--- config.mk ---
export PLATFORM = sky130hd
export DESIGN_NAME = adc_batch_collector
export DESIGN_NICKNAME = d
export VERILOG_FILES = /design/src/rtl/adc_batch_pkg.sv /design/src/rtl/adc_spi_rx.sv /design/src/rtl/adc_rx_fifo.sv /design/src/rtl/adc_batch_buf.sv /design/src/rtl/adc_batch_collector.sv
export SDC_FILE = /design/constraint.sdc
export NUM_CORES = 1
export LEC_CHECK = 0
export BUFFER_PORTS_ARGS = -buffer_cell sky130_fd_sc_hd__buf_2
export CELL_PAD_IN_SITES_DETAIL_PLACEMENT = 1
export CELL_PAD_IN_SITES_GLOBAL_PLACEMENT = 1
export CORE_ASPECT_RATIO = 0.6
export CORE_UTILIZATION = 45
export CTS_CLUSTER_DIAMETER = 40
export CTS_CLUSTER_SIZE = 16
export DETAILED_ROUTE_END_ITERATION = 7
export PLACE_DENSITY = 0.73
export SLEW_MARGIN = 20
export SYNTH_ARGS = -nofsm -noshare
export SYNTH_HDL_FRONTEND = slang
export SYNTH_SLANG_ARGS = --single-unit
--- constraint.sdc ---
create_clock -name clk -period 4 [get_ports clk]
set_input_delay 0.2 -clock clk [delete_from_list [all_inputs] [get_ports clk]]
set_output_delay 0.2 -clock clk [all_outputs]
set_load 0.05 [all_outputs]
--- src/rtl/adc_batch_pkg.sv ---
`timescale 1ns/1ps
package adc_batch_pkg;
    localparam int unsigned SAMPLE_W_DEF = 16;

    typedef enum logic [1:0] {
        RX_IDLE,
        RX_SETUP,
        RX_CLK_LO,
        RX_CLK_HI
    } rx_state_t;
endpackage

--- src/rtl/adc_spi_rx.sv ---
`timescale 1ns/1ps
module adc_spi_rx import adc_batch_pkg::*; #(
    parameter int SAMPLE_W = SAMPLE_W_DEF,
    parameter int SETUP_W  = 4
) (
    input  logic                clk,
    input  logic                rst_n,
    input  logic                start,
    input  logic [SETUP_W-1:0]  setup_cycles,
    input  logic                miso,
    output logic                cs_n,
    output logic                sck,
    output logic                word_vld,
    output logic [SAMPLE_W-1:0] word
);
    localparam int BIT_W = $clog2(SAMPLE_W);
    localparam logic [BIT_W-1:0] LAST_BIT = BIT_W'(SAMPLE_W - 1);

    rx_state_t           state_q, state_d;
    logic [SETUP_W-1:0]  wait_q;
    logic [BIT_W-1:0]    bit_q;
    logic [SAMPLE_W-1:0] shift_q;

    // state register
    always_ff @(posedge clk or negedge rst_n) begin
        if (!rst_n) state_q <= RX_IDLE;
        else        state_q <= state_d;
    end

    // transitions
    always_comb begin
        state_d = state_q;
        unique case (state_q)
            RX_IDLE:   if (start) state_d = RX_SETUP;
            RX_SETUP:  if (wait_q == '0) state_d = RX_CLK_LO;
            RX_CLK_LO: state_d = RX_CLK_HI;
            RX_CLK_HI: state_d = (bit_q == LAST_BIT) ? RX_IDLE : RX_CLK_LO;
            default:   state_d = RX_IDLE;
        endcase
    end

    // datapath
    always_ff @(posedge clk or negedge rst_n) begin
        if (!rst_n) begin
            wait_q   <= '0;
            bit_q    <= '0;
            shift_q  <= '0;
            word     <= '0;
            word_vld <= 1'b0;
        end else begin
            word_vld <= 1'b0;
            if (state_q == RX_IDLE && start) begin
                wait_q <= setup_cycles;
                bit_q  <= '0;
            end
            if (state_q == RX_SETUP && wait_q != '0)
                wait_q <= wait_q - 1'b1;
            if (state_q == RX_CLK_HI) begin
                shift_q <= {shift_q[SAMPLE_W-2:0], miso};
                bit_q   <= bit_q + 1'b1;
                if (bit_q == LAST_BIT) begin
                    word     <= {shift_q[SAMPLE_W-2:0], miso};
                    word_vld <= 1'b1;
                end
            end
        end
    end

    // outputs
    always_comb begin
        cs_n = (state_q == RX_IDLE);
        sck  = (state_q == RX_CLK_HI);
    end

    // the select is already released in the cycle the word is handed on
    a_r5_select_up_at_word: assert property (@(posedge clk) disable iff (!rst_n)
        word_vld |-> cs_n);
endmodule

--- src/rtl/adc_rx_fifo.sv ---
`timescale 1ns/1ps
module adc_rx_fifo #(
    parameter int W     = 16,
    parameter int DEPTH = 4
) (
    input  logic         clk,
    input  logic         rst_n,
    input  logic         push,
    input  logic [W-1:0] din,
    input  logic         pop,
    output logic [W-1:0] dout,
    output logic         empty,
    output logic         overrun
);
    localparam int AW = $clog2(DEPTH);
    localparam int CW = AW + 1;

    logic [W-1:0]  mem [DEPTH];
    logic [AW-1:0] wr_q, rd_q;
    logic [CW-1:0] cnt_q;
    logic          full, accept, take;

    assign full   = (cnt_q == CW'(DEPTH));
    assign empty  = (cnt_q == '0);
    assign accept = push && (!full || pop);
    assign take   = pop && !empty;
    assign dout   = mem[rd_q];

    always_ff @(posedge clk) begin
        if (accept) mem[wr_q] <= din;
    end

    always_ff @(posedge clk or negedge rst_n) begin
        if (!rst_n) begin
            wr_q    <= '0;
            rd_q    <= '0;
            cnt_q   <= '0;
            overrun <= 1'b0;
        end else begin
            if (accept) wr_q <= wr_q + 1'b1;
            if (take)   rd_q <= rd_q + 1'b1;
            unique case ({accept, take})
                2'b10:   cnt_q <= cnt_q + 1'b1;
                2'b01:   cnt_q <= cnt_q - 1'b1;
                default: cnt_q <= cnt_q;
            endcase
            if (push && !accept) overrun <= 1'b1;
        end
    end

    // once set, the loss flag never clears
    a_r10_overrun_sticky: assert property (@(posedge clk) disable iff (!rst_n)
        overrun |=> overrun);
    // a dropped sample leaves the FIFO full and unchanged in size
    a_r10_drop_keeps_full: assert property (@(posedge clk) disable iff (!rst_n)
        push && full && !pop |=> full);
endmodule

--- src/rtl/adc_batch_buf.sv ---
`timescale 1ns/1ps
module adc_batch_buf #(
    parameter int W = 16,
    parameter int N = 8,
    localparam int IW = (N > 1) ? $clog2(N) : 1
) (
    input  logic          clk,
    input  logic          rst_n,
    input  logic          in_avail,
    input  logic [W-1:0]  in_data,
    output logic          take,
    input  logic          release_buf,
    input  logic [IW-1:0] rd_idx,
    output logic [W-1:0]  rd_data,
    output logic          filled,
    output logic          fill_done
);
    localparam logic [IW-1:0] LAST_IDX = IW'(N - 1);

    logic [W-1:0]  mem [N];
    logic [IW-1:0] wr_idx;

    assign take    = in_avail && !filled;
    assign rd_data = mem[rd_idx];

    always_ff @(posedge clk) begin
        if (take) mem[wr_idx] <= in_data;
    end

    always_ff @(posedge clk or negedge rst_n) begin
        if (!rst_n) begin
            wr_idx    <= '0;
            filled    <= 1'b0;
            fill_done <= 1'b0;
        end else begin
            fill_done <= 1'b0;
            if (take) begin
                if (wr_idx == LAST_IDX) begin
                    wr_idx    <= '0;
                    filled    <= 1'b1;
                    fill_done <= 1'b1;
                end else begin
                    wr_idx <= wr_idx + 1'b1;
                end
            end else if (release_buf && filled) begin
                filled <= 1'b0;
            end
        end
    end

    // the completion indication lasts a single cycle
    a_r8_done_single_cycle: assert property (@(posedge clk) disable iff (!rst_n)
        fill_done |=> !fill_done);
    // a release seen while filling leaves the buffer filling
    a_r11_release_ignored_filling: assert property (@(posedge clk) disable iff (!rst_n)
        release_buf && !filled && !take |=> !filled);
endmodule

--- src/rtl/adc_batch_collector.sv ---
`timescale 1ns/1ps
module adc_batch_collector import adc_batch_pkg::*; #(
    parameter int SAMPLE_W   = SAMPLE_W_DEF,
    parameter int CNT_W      = 8,
    parameter int SETUP_W    = 4,
    parameter int FIFO_DEPTH = 4,
    parameter int BATCH_N    = 8,
    parameter int CMP0       = 2,
    parameter int CMP1       = 3,
    localparam int NUM_CH    = 2,
    localparam int IDX_W     = (BATCH_N > 1) ? $clog2(BATCH_N) : 1
) (
    input  logic                clk,
    input  logic                rst_n,
    input  logic                count_en,
    input  logic [CNT_W-1:0]    period,
    input  logic [SETUP_W-1:0]  setup_cycles,
    input  logic [NUM_CH-1:0]   adc_miso,
    output logic [NUM_CH-1:0]   adc_cs_n,
    output logic [NUM_CH-1:0]   adc_sck,
    input  logic                release_buf,
    input  logic                rd_ch,
    input  logic [IDX_W-1:0]    rd_idx,
    output logic [SAMPLE_W-1:0] rd_data,
    output logic                batch_done,
    output logic [NUM_CH-1:0]   overrun
);
    logic [CNT_W-1:0]    cnt_q;
    logic [SAMPLE_W-1:0] ch_rd [NUM_CH];
    logic [NUM_CH-1:0]   ch_filled;
    logic [NUM_CH-1:0]   ch_done;

    always_ff @(posedge clk or negedge rst_n) begin
        if (!rst_n) begin
            cnt_q <= '0;
        end else if (count_en) begin
            if (cnt_q >= period - 1'b1) cnt_q <= '0;
            else                        cnt_q <= cnt_q + 1'b1;
        end
    end

    for (genvar g = 0; g < NUM_CH; g++) begin : g_ch
        localparam int CMPV = (g == 0) ? CMP0 : CMP1;
        logic                start, word_vld, fifo_empty, fifo_pop;
        logic [SAMPLE_W-1:0] word, fifo_dout;

        assign start = count_en && (cnt_q == CNT_W'(CMPV));

        adc_spi_rx #(.SAMPLE_W(SAMPLE_W), .SETUP_W(SETUP_W)) u_rx (
            .clk(clk), .rst_n(rst_n), .start(start), .setup_cycles(setup_cycles),
            .miso(adc_miso[g]), .cs_n(adc_cs_n[g]), .sck(adc_sck[g]),
            .word_vld(word_vld), .word(word)
        );

        adc_rx_fifo #(.W(SAMPLE_W), .DEPTH(FIFO_DEPTH)) u_fifo (
            .clk(clk), .rst_n(rst_n), .push(word_vld), .din(word),
            .pop(fifo_pop), .dout(fifo_dout), .empty(fifo_empty),
            .overrun(overrun[g])
        );

        adc_batch_buf #(.W(SAMPLE_W), .N(BATCH_N)) u_buf (
            .clk(clk), .rst_n(rst_n), .in_avail(!fifo_empty), .in_data(fifo_dout),
            .take(fifo_pop), .release_buf(release_buf), .rd_idx(rd_idx),
            .rd_data(ch_rd[g]), .filled(ch_filled[g]), .fill_done(ch_done[g])
        );

        // a conversion only begins after an enabled counter cycle
        a_r2_convert_needs_enable: assert property (@(posedge clk) disable iff (!rst_n)
            $fell(adc_cs_n[g]) |-> $past(count_en));
    end

    assign rd_data    = ch_rd[rd_ch];
    assign batch_done = ch_done[0];

    // the last count of a period is followed by zero
    a_r3_counter_wraps: assert property (@(posedge clk) disable iff (!rst_n)
        count_en && (period != '0) && (cnt_q == period - 1'b1) |=> cnt_q == '0);
    // channel 1 completes its batch only while channel 0's is held
    a_r8_ch1_trails_ch0: assert property (@(posedge clk) disable iff (!rst_n)
        ch_done[1] |-> ch_filled[0]);
endmodule

==> results of run 1 <==
[power by group through the flow]
stage | logic, uW | clock network, uW | registers [uW]
after floorplan | 2520 | 0 | 7590
after global routing | 3860 | 4800 | 8020
final | 3530 | 4510 | 7880
after detailed placement | 3570 | 0 | 8000
after CTS | 3590 | 4620 | 7890
after global placement | 3390 | 0 | 7910
[flip-flops by register name (all words and copies together), names as in the netlist]
signal                cells
g_ch.u_rx.shift_q        30
g_ch.u_fifo.mem         128
cnt_q                     8
g_ch.u_fifo.rd_q          4
g_ch.u_rx.bit_q           8
g_ch.u_buf.mem          256
g_ch.u_fifo.cnt_q         6
g_ch.u_buf.filled         2
g_ch.u_buf.fill_done      1
g_ch.u_rx.word           32
g_ch.u_fifo.wr_q          4
g_ch.u_rx.state_q         4
g_ch.u_rx.wait_q          8
g_ch.u_fifo.overrun       2
g_ch.u_buf.wr_idx         6
g_ch.u_rx.word_vld        2
[logic make-up (layout without fill, tap and decap cells)]
group                    count (synthesis)  count (layout)  share of synthesized area, %
XOR/XNOR                                20              20                        0.8798
AO/OA/AOI/OAI                           64              64                         2.068
adder cells (fa/ha/maj)                 31              31                         2.024
AND/OR/NAND/NOR                        171             171                         4.110
buffers and inverters                   78             200                         2.017
flip-flops                             501             501                         72.62
multiplexers                           164             164                         16.28
[metrics by stage]
step	cells	instance area (um^2)	worst slack [ns]	hold slack, ns
2_1_floorplan	1029	19910	1.378	-0.09559
3_3_place_gp	1634	20850	1.477	0.3084
3_5_place_dp	1634	20850	1.424	0.3196
4_1_cts	1730	22490	1.426	0.05262
5_1_grt	1730	22490	1.356	0.1424
6_report	1730	22490	1.438	0.08486
[worst paths after layout]
path | startpoint | to | depth (start not counted)
worst max-delay path | rd_idx[0] | rd_data[7] | 5
worst min-delay path | setup_cycles[0] | g_ch[0].u_rx.wait_q[0] | 4
worst max register to register | g_ch[1].u_rx.state_q[0] | g_ch[1].u_rx.word[10] | 4
worst min register to register | g_ch[1].u_fifo.overrun | g_ch[1].u_fifo.overrun | 1
max in group asynchronous | rst_n | g_ch[1].u_rx.word_vld | 3
min in group asynchronous | rst_n | g_ch[1].u_fifo.rd_q[1] | 2
[per-layer routing]
metal / vias up / wire length [um] / share of wire [%] / track usage [%]
met5: - / 0 / 0 / 0
met4: 0 / 540 / 1.3 / 3.860
met3: 40 / 2175 / 5.0 / 3.242
met2: 225 / 19570 / 45 / 30.61
met1: 5266 / 20880 / 48 / 30.22
li1: 4264 / - / - / -
[synthesized netlist by cell type (2+ instances only)]
library cell                 n
sky130_fd_sc_hd__clkbuf_1   13
sky130_fd_sc_hd__inv_1      33
sky130_fd_sc_hd__nor3_1     13
sky130_fd_sc_hd__a31oi_1     9
sky130_fd_sc_hd__mux2_2     50
sky130_fd_sc_hd__ha_1       29
sky130_fd_sc_hd__xnor2_1    13
sky130_fd_sc_hd__mux2i_1     2
sky130_fd_sc_hd__mux4_1     36
sky130_fd_sc_hd__nor2_1     26
sky130_fd_sc_hd__and3_1     10
sky130_fd_sc_hd__buf_6       5
sky130_fd_sc_hd__buf_2       8
sky130_fd_sc_hd__o21ai_0    23
sky130_fd_sc_hd__and4_1      2
sky130_fd_sc_hd__a211oi_1    2
sky130_fd_sc_hd__a311oi_1    2
sky130_fd_sc_hd__nand4_1     5
sky130_fd_sc_hd__a21oi_1    10
sky130_fd_sc_hd__nor4_1      2
sky130_fd_sc_hd__buf_1       7
sky130_fd_sc_hd__mux4_2     76
sky130_fd_sc_hd__fa_1        2
sky130_fd_sc_hd__nor3b_1    10
sky130_fd_sc_hd__or3_1       2
sky130_fd_sc_hd__o311a_1     2
sky130_fd_sc_hd__o31ai_1     2
sky130_fd_sc_hd__edfxtp_1  384
sky130_fd_sc_hd__nand3b_1    3
sky130_fd_sc_hd__nand3_1    13
sky130_fd_sc_hd__xor2_1      7
sky130_fd_sc_hd__a41o_1      2
sky130_fd_sc_hd__nand2_1    76
sky130_fd_sc_hd__buf_4       9
sky130_fd_sc_hd__dfrtp_1   117
sky130_fd_sc_hd__and2_1      6
[cell type report]
| cell class | instances | area share, % |
|---|---|---|
| clock buffers | 56 | 5.568 |
| inverters | 34 | 0.5674 |
| flip-flops and latches | 501 | 64.28 |
| clock inverters | 33 | 1.413 |
| well taps | 579 | 3.221 |
| repair buffers | 77 | 2.236 |
| multi-input cells | 450 | 22.71 |
[worst max-delay path, cell delays in order]
cell                     delay (ns)
sky130_fd_sc_hd__buf_4         0.36
sky130_fd_sc_hd__buf_12        0.36
sky130_fd_sc_hd__mux4_1        0.61
sky130_fd_sc_hd__mux4_2        0.54
sky130_fd_sc_hd__buf_2         0.24
==> results.ini, run 1 <==
[run_status]
outcome=complete, no violations

[clocking]
tritoncts_clock_tree=done
htree_num_levels=2
post_cts.resized_instances=0
post-cts-setup-buffers=0
root_buffer=sky130_fd_sc_hd__clkbuf_16
cts.sinks=501
clock_path_buffers=3
clock_insertion_delay_at_the_later_pin_of_the_skew_report_ns=0.58
numCtsBuffers=48
ctsHoldBuffers=7
cts.clk_slew.worst_paths_ns=0.07

[grt]
antenna_found_initial=2
grt_overflow_total=0
global_route.usage.total_pct=19.91
global_route_wire_length_before_repair_um=66060
pin_count_of_the_biggest_net_entering_global_routing=65
first_global_vias=10572

[setup_path]
start_kind=input port
end_kind=output port
path_class=in2out
rrSetupSlack_ns=1.58
worst-endpoint-required_ns=3.80
critPathMaxFanout=43
crit_arrival_ns=2.36

[timing]
period_needed_ns=2.562
max_freq_mhz=390.4
skew_ns=0.01795
timing.max_slew.rel_slack_pct=30.58
fin_crit_sh_pct=64.04
timing_worst_slew_pin_value_ns=1.041
rsz_0062_raised_after_global_routing=false
hold_viol=0
final.setup.tns_ns=0
final-setup-viol-count=0
slew_violations=0

[floorplanning]
chipWidth_um=273.5
fp.dieArea_mm2=0.04512
design.core.area_mm2=0.04348
floorplan.io_pins=45
effective_utilization_at_floorplan_pct=45.79
dieHeight_um=164.9
floorplan.rows=59

[route]
drt_pre_antenna_iters=5
routed_wirelength_um=43160
antenna_violating_nets_post_route=0
num_vias=9795
via_per_inst=5.662
detail_route.iter0.violations=657
wl_per_cell_um=24.95
remaining_drc_errors=0

[placement]
place_congestion=0.7330
hpwlAfterDp_um=27690
port-buffer-count=44

[yosys]
yosysTopAreaCell=sky130_fd_sc_hd__edfxtp_1
post_synth_inst_count=1029
netlist_area_mm2=0.01991
yosysTopAreaCellShare_pct=57.92
synth.yosys.warnings=0
dominantRegCellSynth=sky130_fd_sc_hd__edfxtp_1
synth.avg_cell_area_um2=19.35
seq_area_frac_synth_pct=72.62
synthArstFlopShare_pct=23.35
synth_edf_count=384
ys_ff_latch=501
synth.area.top_cells=sky130_fd_sc_hd__edfxtp_1, sky130_fd_sc_hd__dfrtp_1, sky130_fd_sc_hd__mux4_2
syn_nets=1082
synth_cell_type_count=54

[cells_and_area]
finish.net_count=1165
mostFrequentLayoutCell=sky130_fd_sc_hd__edfxtp_1
fillerInstances=3925
drive_gt1_share_pct=25.11
final_core_utilization_pct=51.73
p_r_area_growth_vs_syn_pct=12.98
multi_input_area_mm2=0.005109
most-common-layout-cells=sky130_fd_sc_hd__edfxtp_1, sky130_fd_sc_hd__dfrtp_1, sky130_fd_sc_hd__nand2_1, sky130_fd_sc_hd__mux4_2, sky130_fd_sc_hd__mux2_2
antennaDiodeCount=0
seqCellArea_mm2=0.01446

[pwr]
fin_total_pwr_uw=15920
internal_power_contribution_uw=10890
switching_power_uw=5029
combPwrFrac_pct=22.1
clock_power_share_pct=28.4
static-leakage-power_uw=0.008181
ir_worst_vdd_mv=0.4366
power.switching_fraction_pct=31.59
part_of_the_total_power_dissipated_in_sequential_elements_pct=49.5
powerDensity_mw_per_mm2=707.8

[run]
cap_viol_max_count=0

[hold_path]
min_path_type=in2reg

No activity file was read; power rests on OpenSTA's default activity.
==> run 2: changes to the inputs <==
--- a/config.mk
+++ b/config.mk
@@ -13,7 +13,7 @@
 export CTS_CLUSTER_DIAMETER = 40
 export CTS_CLUSTER_SIZE = 16
 export DETAILED_ROUTE_END_ITERATION = 7
-export PLACE_DENSITY = 0.73
+export PLACE_DENSITY = 0.76
 export SLEW_MARGIN = 20
 export SYNTH_ARGS = -nofsm -noshare
 export SYNTH_HDL_FRONTEND = slang
==> constraint.sdc (replaced) <==
create_clock -name clk -period 2.3 [get_ports clk]
set_input_delay 0.115 -clock clk [delete_from_list [all_inputs] [get_ports clk]]
set_output_delay 0.115 -clock clk [all_outputs]
set_load 0.05 [all_outputs]
==> run 2 against run 1 <==
  * Highest routed layer is now met5
  * Setup slack lost 1.4 ns
  * First-iteration DRC count grew 27%
  * Hold slack lost 0.0017 ns
  * Routed wire length grew 1.3%
  * Utilization is 0.83 points higher
  * Critical path depth decreased by 2
==> results.ini, run 2 (same netlist as run 1, synthesis figures left out) <==
[route]
via_per_inst=5.671
num_vias=9953
remaining_drc_errors=0
drt_pre_antenna_iters=4
routed_wirelength_um=43700
antenna_violating_nets_post_route=0
wl_per_cell_um=24.90
detail_route.iter0.violations=837

[clocking]
clock_insertion_delay_at_the_later_pin_of_the_skew_report_ns=0.56
tritoncts_clock_tree=done
post-cts-setup-buffers=0
numCtsBuffers=46
cts.clk_slew.worst_paths_ns=0.07
clock_path_buffers=3
root_buffer=sky130_fd_sc_hd__clkbuf_16
cts.sinks=501
htree_num_levels=2

[timing]
rsz_0062_raised_after_global_routing=true
fin_crit_sh_pct=100.0
final.setup.tns_ns=0
slew_violations=0
max_freq_mhz=434.8
timing.max_slew.rel_slack_pct=33.74
hold_viol=0
final-setup-viol-count=0
period_needed_ns=2.300
timing_worst_slew_pin_value_ns=0.9939
skew_ns=0.02323

[grt]
first_global_vias=10403
antenna_found_initial=1
global_route_wire_length_before_repair_um=66560
pin_count_of_the_biggest_net_entering_global_routing=79
grt_overflow_total=0
global_route.usage.total_pct=20.05

[pwr]
ir_worst_vdd_mv=0.6417
static-leakage-power_uw=0.008299
powerDensity_mw_per_mm2=1218

[floorplanning]
chipWidth_um=273.5
fp.dieArea_mm2=0.04512
floorplan.io_pins=45
floorplan.rows=59
effective_utilization_at_floorplan_pct=45.79
dieHeight_um=164.9
design.core.area_mm2=0.04348

[placement]
port-buffer-count=44
post_dp_cell_area_mm2=0.02118
place_congestion=0.7443
hpwlAfterDp_um=29020
post-place-cells=1661

[cells_and_area]
drive_gt1_share_pct=28.68
most-common-layout-cells=sky130_fd_sc_hd__edfxtp_1, sky130_fd_sc_hd__dfrtp_1, sky130_fd_sc_hd__mux4_2
finish.net_count=1191
final_core_utilization_pct=52.56
stdcell_count=1755
mostFrequentLayoutCell=sky130_fd_sc_hd__edfxtp_1
p_r_area_growth_vs_syn_pct=14.79
largest_reg_flops=256
stdcell_area_mm2=0.02285
top_register=g_ch.u_buf.mem
top_regs=g_ch.u_buf.mem x256, g_ch.u_fifo.mem x128, g_ch.u_rx.word x32

[setup_path]
end_kind=output port
start_kind=flip-flop
crit_arrival_ns=2.18
critPathMaxFanout=1
path_class=reg2out
worst-endpoint-required_ns=2.18

[run]
cap_viol_max_count=0

[run_status]
outcome=complete, no violations

[hold_path]
min_path_type=in2reg

run 2: cell count changes in the layout (fill, tap and decap cells not counted), sizes merged:
cell,delta
buf,+27
bufinv,+1
clkbuf,+6
clkinv,-4
clkinvlp,-4
diode,+1
dlygate4sd3,+1
inv,-3
run 2: worst max-delay path: stages, from the launching register on:
cell and delay (ns):
sky130_fd_sc_hd__edfxtp_1 0.41, sky130_fd_sc_hd__mux4_2 0.49, sky130_fd_sc_hd__mux4_2 0.54, sky130_fd_sc_hd__buf_6 0.18
run 2: final cells by class:
class                           count  area (um^2)
Timing Repair Buffer              105        959.7
Clock buffer                       62         1252
Tap cell                          579        724.4
Multi-Input combinational cell    450         5047
Inverter                           34        127.6
Clock inverter                     23        281.5
Sequential cell                   501        14460
Fill cell                        3863        20630
Antenna cell                        1        2.502
run 2: path summary, 6_finish.rpt:
path / from / to / slack [ns] / cells after the start
setup / recovery: g_ch[1].u_buf.mem[6][11] / rd_data[11] / 0.00007 / 3
hold / removal: release_buf / g_ch[0].u_buf.filled / 0.08 / 3
setup reg to reg: g_ch[1].u_fifo.cnt_q[1] / g_ch[1].u_fifo.cnt_q[2] / 0.16 / 10
hold reg to reg: g_ch[0].u_rx.bit_q[3] / g_ch[0].u_rx.bit_q[3] / 0.49 / 1
max in group asynchronous: rst_n / g_ch[1].u_buf.wr_idx[0] / 1.70 / 3
min in group asynchronous: rst_n / g_ch[1].u_rx.bit_q[2] / 0.11 / 3
run 2: report_power, final:
part           internal (uW)  total, uW  switching (uW)
Sequential             12300      13500            1140
Clock                   4280       7780            3510
Combinational           2600       6590            3990
run 2: metal layers:
metal / up-vias / routed length, um / track usage [%]
li1: 4288 / - / -
met1: 5329 / 20570 / 30.21
met2: 267 / 20060 / 30.56
met3: 67 / 2392 / 4.013
met4: 2 / 666 / 3.834
met5: - / 13 / 0
run 2: timing repair:
action                                  in CTS  in global routing
gates cloned                                 0                  0
endpoints found under the hold margin      134                  0
endpoints found under the setup margin      16                 14
resized for setup                           54                 11
hold buffers                                 8                  0
run 2: stage by stage:
step | setup slack (ns) | power, uW | hold slack, ns
after detailed placement | 0.1202 | 20120 | 0.1825
after global placement | 0.2048 | 19590 | 0.1747
after CTS | -0.06020 | 28080 | 0.07791
after global routing | -0.05235 | 29120 | 0.09854
final | 0.00006950 | 27840 | 0.08315
after floorplan | -0.3220 | 17510 | -0.1806
